<file path="src/rtl/ssa_pkg.sv">
package ssa_pkg;

  typedef enum logic {
    MODE_LOAD = 1'b0,
    MODE_ADD  = 1'b1
  } ssa_mode_e;

endpackage

</file>
<file path="src/rtl/ssa_shift_reg.sv">
module ssa_shift_reg #(
  parameter int W = 8
) (
  input  logic         clk,
  input  logic         rst,
  input  logic         load_en,
  input  logic         shift_en,
  input  logic [W-1:0] load_val,
  input  logic         fill_bit,
  output logic [W-1:0] q
);

  always_ff @(posedge clk) begin
    if (rst) begin
      q <= '0;
    end else if (load_en) begin
      q <= load_val;
    end else if (shift_en) begin
      q <= {fill_bit, q[W-1:1]};
    end
  end

  // the bit entering at the top is the fill input of the step before
  a_r3_fill_enters_top: assert property (@(posedge clk) disable iff (rst)
    (shift_en && !load_en) |=> q[W-1] == $past(fill_bit));

endmodule

</file>
<file path="src/rtl/ssa_full_adder.sv">
module ssa_full_adder (
  input  logic a,
  input  logic b,
  input  logic cin,
  output logic s,
  output logic cout
);

  always_comb begin
    s    = a ^ b ^ cin;
    cout = (a & b) | (cin & (a ^ b));
  end

endmodule

</file>
<file path="src/rtl/ssa_sequencer.sv">
module ssa_sequencer #(
  parameter int N = 8
) (
  input  logic clk,
  input  logic rst,
  input  logic load_en,
  input  logic add_req,
  output logic step_o,
  output logic done_o
);

  localparam int CNT_W = $clog2(N + 1);
  localparam logic [CNT_W-1:0] LAST = CNT_W'(N - 1);

  logic [CNT_W-1:0] cnt_q;

  always_comb begin
    step_o = add_req && !load_en && !done_o;
  end

  always_ff @(posedge clk) begin
    if (rst) begin
      cnt_q  <= '0;
      done_o <= 1'b0;
    end else if (load_en) begin
      cnt_q  <= '0;
      done_o <= 1'b0;
    end else if (step_o) begin
      cnt_q  <= cnt_q + 1'b1;
      done_o <= (cnt_q == LAST);
    end
  end

  // done only rises right after a step was taken
  a_r5_done_after_step: assert property (@(posedge clk) disable iff (rst)
    $rose(done_o) |-> $past(step_o));

  // while not done, fewer than N steps have been taken
  a_r7_count_bound: assert property (@(posedge clk) disable iff (rst)
    !done_o |-> cnt_q < CNT_W'(N));

endmodule

</file>
<file path="src/rtl/serial_shift_adder.sv">
module serial_shift_adder
  import ssa_pkg::*;
#(
  parameter int N = 8
) (
  input  logic         clk,
  input  logic         rst,
  input  logic         mode,
  input  logic [N-1:0] opa,
  input  logic [N-1:0] opb,
  output logic [N-1:0] sum,
  output logic         carry_out,
  output logic         done
);

  logic         load_en;
  logic         add_req;
  logic         step;
  logic [N-1:0] r1_q;
  logic [N-1:0] r2_q;
  logic         fa_s;
  logic         fa_c;
  logic         carry_q;

  always_comb begin
    load_en = (ssa_mode_e'(mode) == MODE_LOAD);
    add_req = (ssa_mode_e'(mode) == MODE_ADD);
  end

  ssa_sequencer #(.N(N)) seq_i (
    .clk     (clk),
    .rst     (rst),
    .load_en (load_en),
    .add_req (add_req),
    .step_o  (step),
    .done_o  (done)
  );

  ssa_full_adder fa_i (
    .a    (r1_q[0]),
    .b    (r2_q[0]),
    .cin  (carry_q),
    .s    (fa_s),
    .cout (fa_c)
  );

  ssa_shift_reg #(.W(N)) r1_i (
    .clk      (clk),
    .rst      (rst),
    .load_en  (load_en),
    .shift_en (step),
    .load_val (opa),
    .fill_bit (fa_s),
    .q        (r1_q)
  );

  ssa_shift_reg #(.W(N)) r2_i (
    .clk      (clk),
    .rst      (rst),
    .load_en  (load_en),
    .shift_en (step),
    .load_val (opb),
    .fill_bit (1'b0),
    .q        (r2_q)
  );

  always_ff @(posedge clk) begin
    if (rst) begin
      carry_q <= 1'b0;
    end else if (load_en) begin
      carry_q <= 1'b0;
    end else if (step) begin
      carry_q <= fa_c;
    end
  end

  always_comb begin
    sum       = r1_q;
    carry_out = carry_q;
  end

  // reset wins over everything
  a_r1_reset_state: assert property (@(posedge clk)
    rst |=> (r1_q == '0) && !carry_q && !done);

  // load captures both operands and clears carry and done
  a_r2_load_takes_operands: assert property (@(posedge clk) disable iff (rst)
    !mode |=> (r1_q == $past(opa)) && (r2_q == $past(opb)) && !carry_q && !done);

  // lower bits of the result register come from one place higher
  a_r3_r1_shift: assert property (@(posedge clk) disable iff (rst)
    step |=> r1_q[N-2:0] == $past(r1_q[N-1:1]));

  // second operand register shifts with zero fill
  a_r3_r2_zero_fill: assert property (@(posedge clk) disable iff (rst)
    step |=> r2_q == ($past(r2_q) >> 1));

  // frozen once done while add mode is held
  a_r6_hold_after_done: assert property (@(posedge clk) disable iff (rst)
    (done && mode) |=> $stable(r1_q) && $stable(carry_q) && done);

endmodule

</file>
<file path="config.mk">
export PLATFORM = sky130hd
export DESIGN_NAME = serial_shift_adder
export DESIGN_NICKNAME = d
export VERILOG_FILES = /design/src/rtl/ssa_pkg.sv /design/src/rtl/ssa_shift_reg.sv /design/src/rtl/ssa_full_adder.sv /design/src/rtl/ssa_sequencer.sv /design/src/rtl/serial_shift_adder.sv
export SDC_FILE = /design/constraint.sdc
export NUM_CORES = 1
export LEC_CHECK = 0
export BUFFER_PORTS_ARGS = -buffer_cell sky130_fd_sc_hd__clkbuf_2
export CAP_MARGIN = 10
export CORE_MARGIN = 2
export CORE_UTILIZATION = 37
export CTS_CLUSTER_SIZE = 25
export DETAILED_ROUTE_END_ITERATION = 8
export GPL_TIMING_DRIVEN = 0
export MAX_ROUTING_LAYER = met4
export PLACE_DENSITY_LB_ADDON = 0.05
export REMOVE_ABC_BUFFERS = 1
export SETUP_SLACK_MARGIN = 0.4
export SYNTH_ARGS = -nofsm -noshare
export SYNTH_HDL_FRONTEND = slang
export SYNTH_SLANG_ARGS = --single-unit
</file>
<file path="constraint.sdc">
create_clock -name clk -period 1 [get_ports clk]
set_input_delay 0.05 -clock clk [delete_from_list [all_inputs] [get_ports clk]]
set_output_delay 0.05 -clock clk [all_outputs]
set_load 0.02 [all_outputs]
</file>
# Word level (Yosys, flattened, before mapping)
# Index checks and enable logic that the tools add are counted.
# totals
regBits	22
inputBits	19
out_inout_bits	10
word_cells	21
# op_classes
n_addsub	1
eq_ne	2
n_mux	4
n_bitwise	6
reduce_logical	3
# op_table
operator	count
two-way mux 8 bit	4
adder 4 x 1 -> 4 bit, second input constant	1
== test 4 x 3 -> 1 bit, second input constant	1
AND 1 bit	2
inequality test 2 x 1 -> 1 bit, second input constant	1
OR reduction 2 bit	1
bitwise XOR 1 bit	2
logical AND 1 bit	1
logical NOT 1 bit	1
inverter 1 bit	1
bitwise OR 1 bit	1

# Depth between registers and ports, before layout
# logic_depth
word_depth	4
mapped_depth	4

# Cells and area by module
# Synthesis repeated with hierarchy kept, for this count alone.
# hier_totals
hier_cells	99
hier_area_um2	1039.7
# by_module_without_submodules
module	n_inst	cells_each	area_per_inst_um2
ssa_shift_reg	2	35	369.1
ssa_sequencer	1	23	234.0
serial_shift_adder	1	5	47.5
ssa_full_adder	1	1	20.0

# Worst setup path after synthesis
# Ideal clock, no wire load.
# synth_path
path_kind	flip-flop to flip-flop
startpoint	register carry_q, in the netlist carry_out
endpoint	register r1_i.q[7]
setup_ps	86
arrival_time_ps	1184
required_time_ps	914
slack_ps	-270
stages_incl_launch_ff	4
period_less_slack_ps	1270
cell_sequence	dfxtp_1 > fa_1 > mux2i_1 > a211oi_1
# synth_between
elab_chain_len	3
# synth_lines
item	line_no	text
start, declared	serial_shift_adder.sv:23	logic carry_q;
start signal, assigned	serial_shift_adder.sv:69	carry_q <= 1'b0;
start signal, assigned	serial_shift_adder.sv:71	carry_q <= 1'b0;
start signal, assigned	serial_shift_adder.sv:73	carry_q <= fa_c;
bitwise XOR 1 bit	ssa_full_adder.sv:10	s = a ^ b ^ cin;
two-way mux 8 bit	ssa_shift_reg.sv:18	end else if (shift_en) begin
two-way mux 8 bit	ssa_shift_reg.sv:16	end else if (load_en) begin
end signal, assigned	ssa_shift_reg.sv:17	q <= load_val;
end signal, assigned	ssa_shift_reg.sv:19	q <= {fill_bit, q[W-1:1]};
end, declared	ssa_shift_reg.sv:10	output logic [W-1:0] q
# No other way between the ends. The select of a mux whose other input is x is not followed.
# A chain may end at the register's enable or synchronous reset.

# Final worst setup path
# layout_path
startpoint	register r2_i.q[0]
endpoint	register r1_i.q[7]
# layout_between
elab_chain_len	4
# layout_lines
item	line_no
start, declared	ssa_shift_reg.sv:10
start signal, assigned	ssa_shift_reg.sv:17
start signal, assigned	ssa_shift_reg.sv:19
bitwise XOR 1 bit (2 in a row)	ssa_full_adder.sv:10
two-way mux 8 bit	ssa_shift_reg.sv:18
two-way mux 8 bit	ssa_shift_reg.sv:16
# No other way between the ends. The select of a mux whose other input is x is not followed.

==> metrics <==
Max clock buf depth 2; Yosys top cell by area dfxtp_1; mux contribution to synthesized area 0.176; CTS Root Cell clkbuf_4; mean area per synthesized cell 9.98 um^2; leak pwr 0.557 nW; Vert. Die Dim between 50 and 60 um; Seq pwr share 0.505; global route overflow 0; initial antenna violation count 0; synth warn 0; synthesized instance count 97; dominant cells by area after synthesis dfxtp_1 45%, mux2i_1 18%, a211oi_1 12%; io pins 29; Distinct cells, synth 20; post-layout minimum cycle time 1240 ps; Post-Route WL between 2000 and 2500 um; Post-DRT Antenna Nets 0; clock share of power 0.350; slack of the critical path -236 ps; Crit-path slowest cell fa_1; Rows 18; Starting DRT DRC Count 10; mapped cell area ~970 um^2; Via Count 793; Worst IR Drop VDD 0.914 mV; core region area around 0.0025 mm^2; main combinational cell family by area after synthesis multiplexers; P_int between 1 and 1.5 mW; CP startpoint kind flop; CP peak stage delay 540 ps; Port Buf Inserts 28; # DRC 0; hold crit path type in2reg; status finished, violations left; switching portion of total power 0.225; Layout Nets 154; post-synth top area share 0.455; Comb power frac 0.144; first-pass GRT wire length ~3100 um; Final Cycle Share 1.24; cells along the critical path fa_1, mux2i_1, a211oi_1; pwr dens roughly 1300 mW/mm^2; vias in the first global route between 700 and 800; worst setup path category reg2reg; post-synthesis simple-gate area fraction 0.118; DRT Pass-1 Iters 4; switching pwr 0.430 mW; WP data required 1220 ps; largest net degree at the start of global routing 34; H-tree depth 1; post-route cell area 0.00144 mm^2; # setup viols final 9; Clock Sinks 22; max-slew violation count 0; Final Hold Viols 11; Final Skew 8.17 ps; Initial Utilization 0.391; WP buf/inv 0; pre-CTS setup slack -742 ps; die area 0.00304 mm^2; RSZ-0062 raised after global routing yes; Num CTS Buffers 3; TritonCTS clock tree done; flop and latch count out of synthesis 22; Relative slew margins 0.603; xor/xnor share of the synthesized area 0.0271; critical path's top delay family adder cells; critical path arrival ~1500 ps; Synth Area in Adders 0.0336; register area share after synthesis 0.455; area grow syn2layout 49.1%; Tot Pwr 1.91 mW; failing checks hold timing, setup timing; share of cells above drive strength 1 0.462; Compound-Gate Fraction of Synth Area 0.128; drt wl/cell 13.1 um; max-cap violations 0; vias per std cell a little under 5; clk_lat worst skew 300 ps; Die X ~55 um; hold_ws -25.3 ps; CP Capture Type flop; DP HPWL around 1200 um; maximum clock rate 0.809 GHz; GPL Wtd Cong 0.648; crit-path max FO 2; ant diodes 0; total global-route track usage 0.150; Clock Pin Slew Worst Setup and Hold Paths 130 ps; slew at the pin closest to its max-slew limit between 500 and 600 ps; post-placement cell area 0.00109 mm^2
flip-flops by register name, summed over array words and instances, names as in the netlist:
signal / cells
seq_i.done_o: 1
r1_i.q: 8
r2_i.q: 8
carry_out: 1
seq_i.cnt_q: 4
metrics by stage:
step           instances  utilization  TNS [ps]
4_1_cts              161        0.553      -437
5_1_grt              162        0.583     -1410
2_1_floorplan         88            -    -10210
6_report             162        0.583      -486
3_5_place_dp         146        0.439    -14110
3_3_place_gp         146        0.439    -13480
cells in the mapped netlist:
library cell and count:
a211oi_1 15, a21oi_1 1, a31oi_1 1, and2b_2 1, buf_2 3, buf_4 1, buf_6 2, clkbuf_1 2
clkbuf_2 1, dfxtp_1 22, fa_1 1, ha_1 1, inv_1 1, mux2i_1 17, nand2b_1 2, nand3_1 1
nand4b_1 1, nor2_1 21, xnor2_1 2, xor2_1 1
worst reg2reg max path, delay by kind of cell (launching register included):
family | cells | cell delay [ps]
mux | 1 | 70
compound gates | 1 | 190
flops | 1 | 360
fa+ha+maj | 1 | 540
layout by cell type (no fill, tap or decap), drive strengths merged:
| cell | n |
|---|---|
| xnor2 | 2 |
| nand3 | 1 |
| a21oi | 1 |
| and2b | 1 |
| inv | 1 |
| fa | 1 |
| xor2 | 1 |
| a211oi | 15 |
| dfxtp | 22 |
| nand2b | 2 |
| buf | 21 |
| clkbuf | 22 |
| a31oi | 1 |
| ha | 1 |
| mux2i | 17 |
| nor2 | 21 |
| nand4b | 1 |
| bufinv | 1 |
cells by family after synthesis:
| family | after synthesis |
|---|---|
| and+or+nand+nor | 26 |
| buffers and inverters | 10 |
| muxes | 17 |
| AOI/OAI and AO/OA | 17 |
| DFF | 22 |
| adders and majority gates | 2 |
| xor gates and xnor gates | 3 |
layer usage:
layer | GRT usage | vias up | routed length [um]
met5 | - | - | 0
met4 | 0.0610 | 0 | 12
met3 | 0.0269 | 2 | 92
met2 | 0.226 | 18 | 1040
met1 | 0.198 | 364 | 967
li1 | - | 409 | -
power by group through the flow:
stage	Combinational (mW)	Sequential (mW)	Clock (mW)
6_report	0.276	0.966	0.670
5_1_grt	0.304	0.972	0.738
4_1_cts	0.266	0.960	0.705
3_5_place_dp	0.203	0.980	0
3_3_place_gp	0.198	0.978	0
2_1_floorplan	0.0769	1.00	0
path summary, 6_finish.rpt:
| check | from | to | slack, ps | cells past startpoint |
|---|---|---|---|---|
| max | r2_i.q[0]$_SDFFE_PP0P_ | r1_i.q[7]$_SDFFE_PP0P_ | -240 | 3 |
| min | opb[0] | r2_i.q[0]$_SDFFE_PP0P_ | -30 | 3 |
| max reg2reg | r2_i.q[0]$_SDFFE_PP0P_ | r1_i.q[7]$_SDFFE_PP0P_ | -240 | 3 |
| min reg2reg | r2_i.q[7]$_SDFFE_PP0P_ | r2_i.q[7]$_SDFFE_PP0P_ | 500 | 2 |
repair_timing:
item                                    in CTS  in global routing
hold endpoints to repair                    16                  8
cloned                                       1                  0
setup buffers                               10                  1
pin swaps                                   18                  7
resized for setup                           36                 16
endpoints found under the setup margin      32                 32
area by class of cell:
cell class,instances,area (um^2)
inverter,1,3.75
tap,30,37.5
timing repair buffer,40,384
clock inverter,1,30.0
clock buffer,3,22.5
multi-input combinational,65,505
fill,232,1030
sequential,22,460
(Power assumes the default switching activity.)
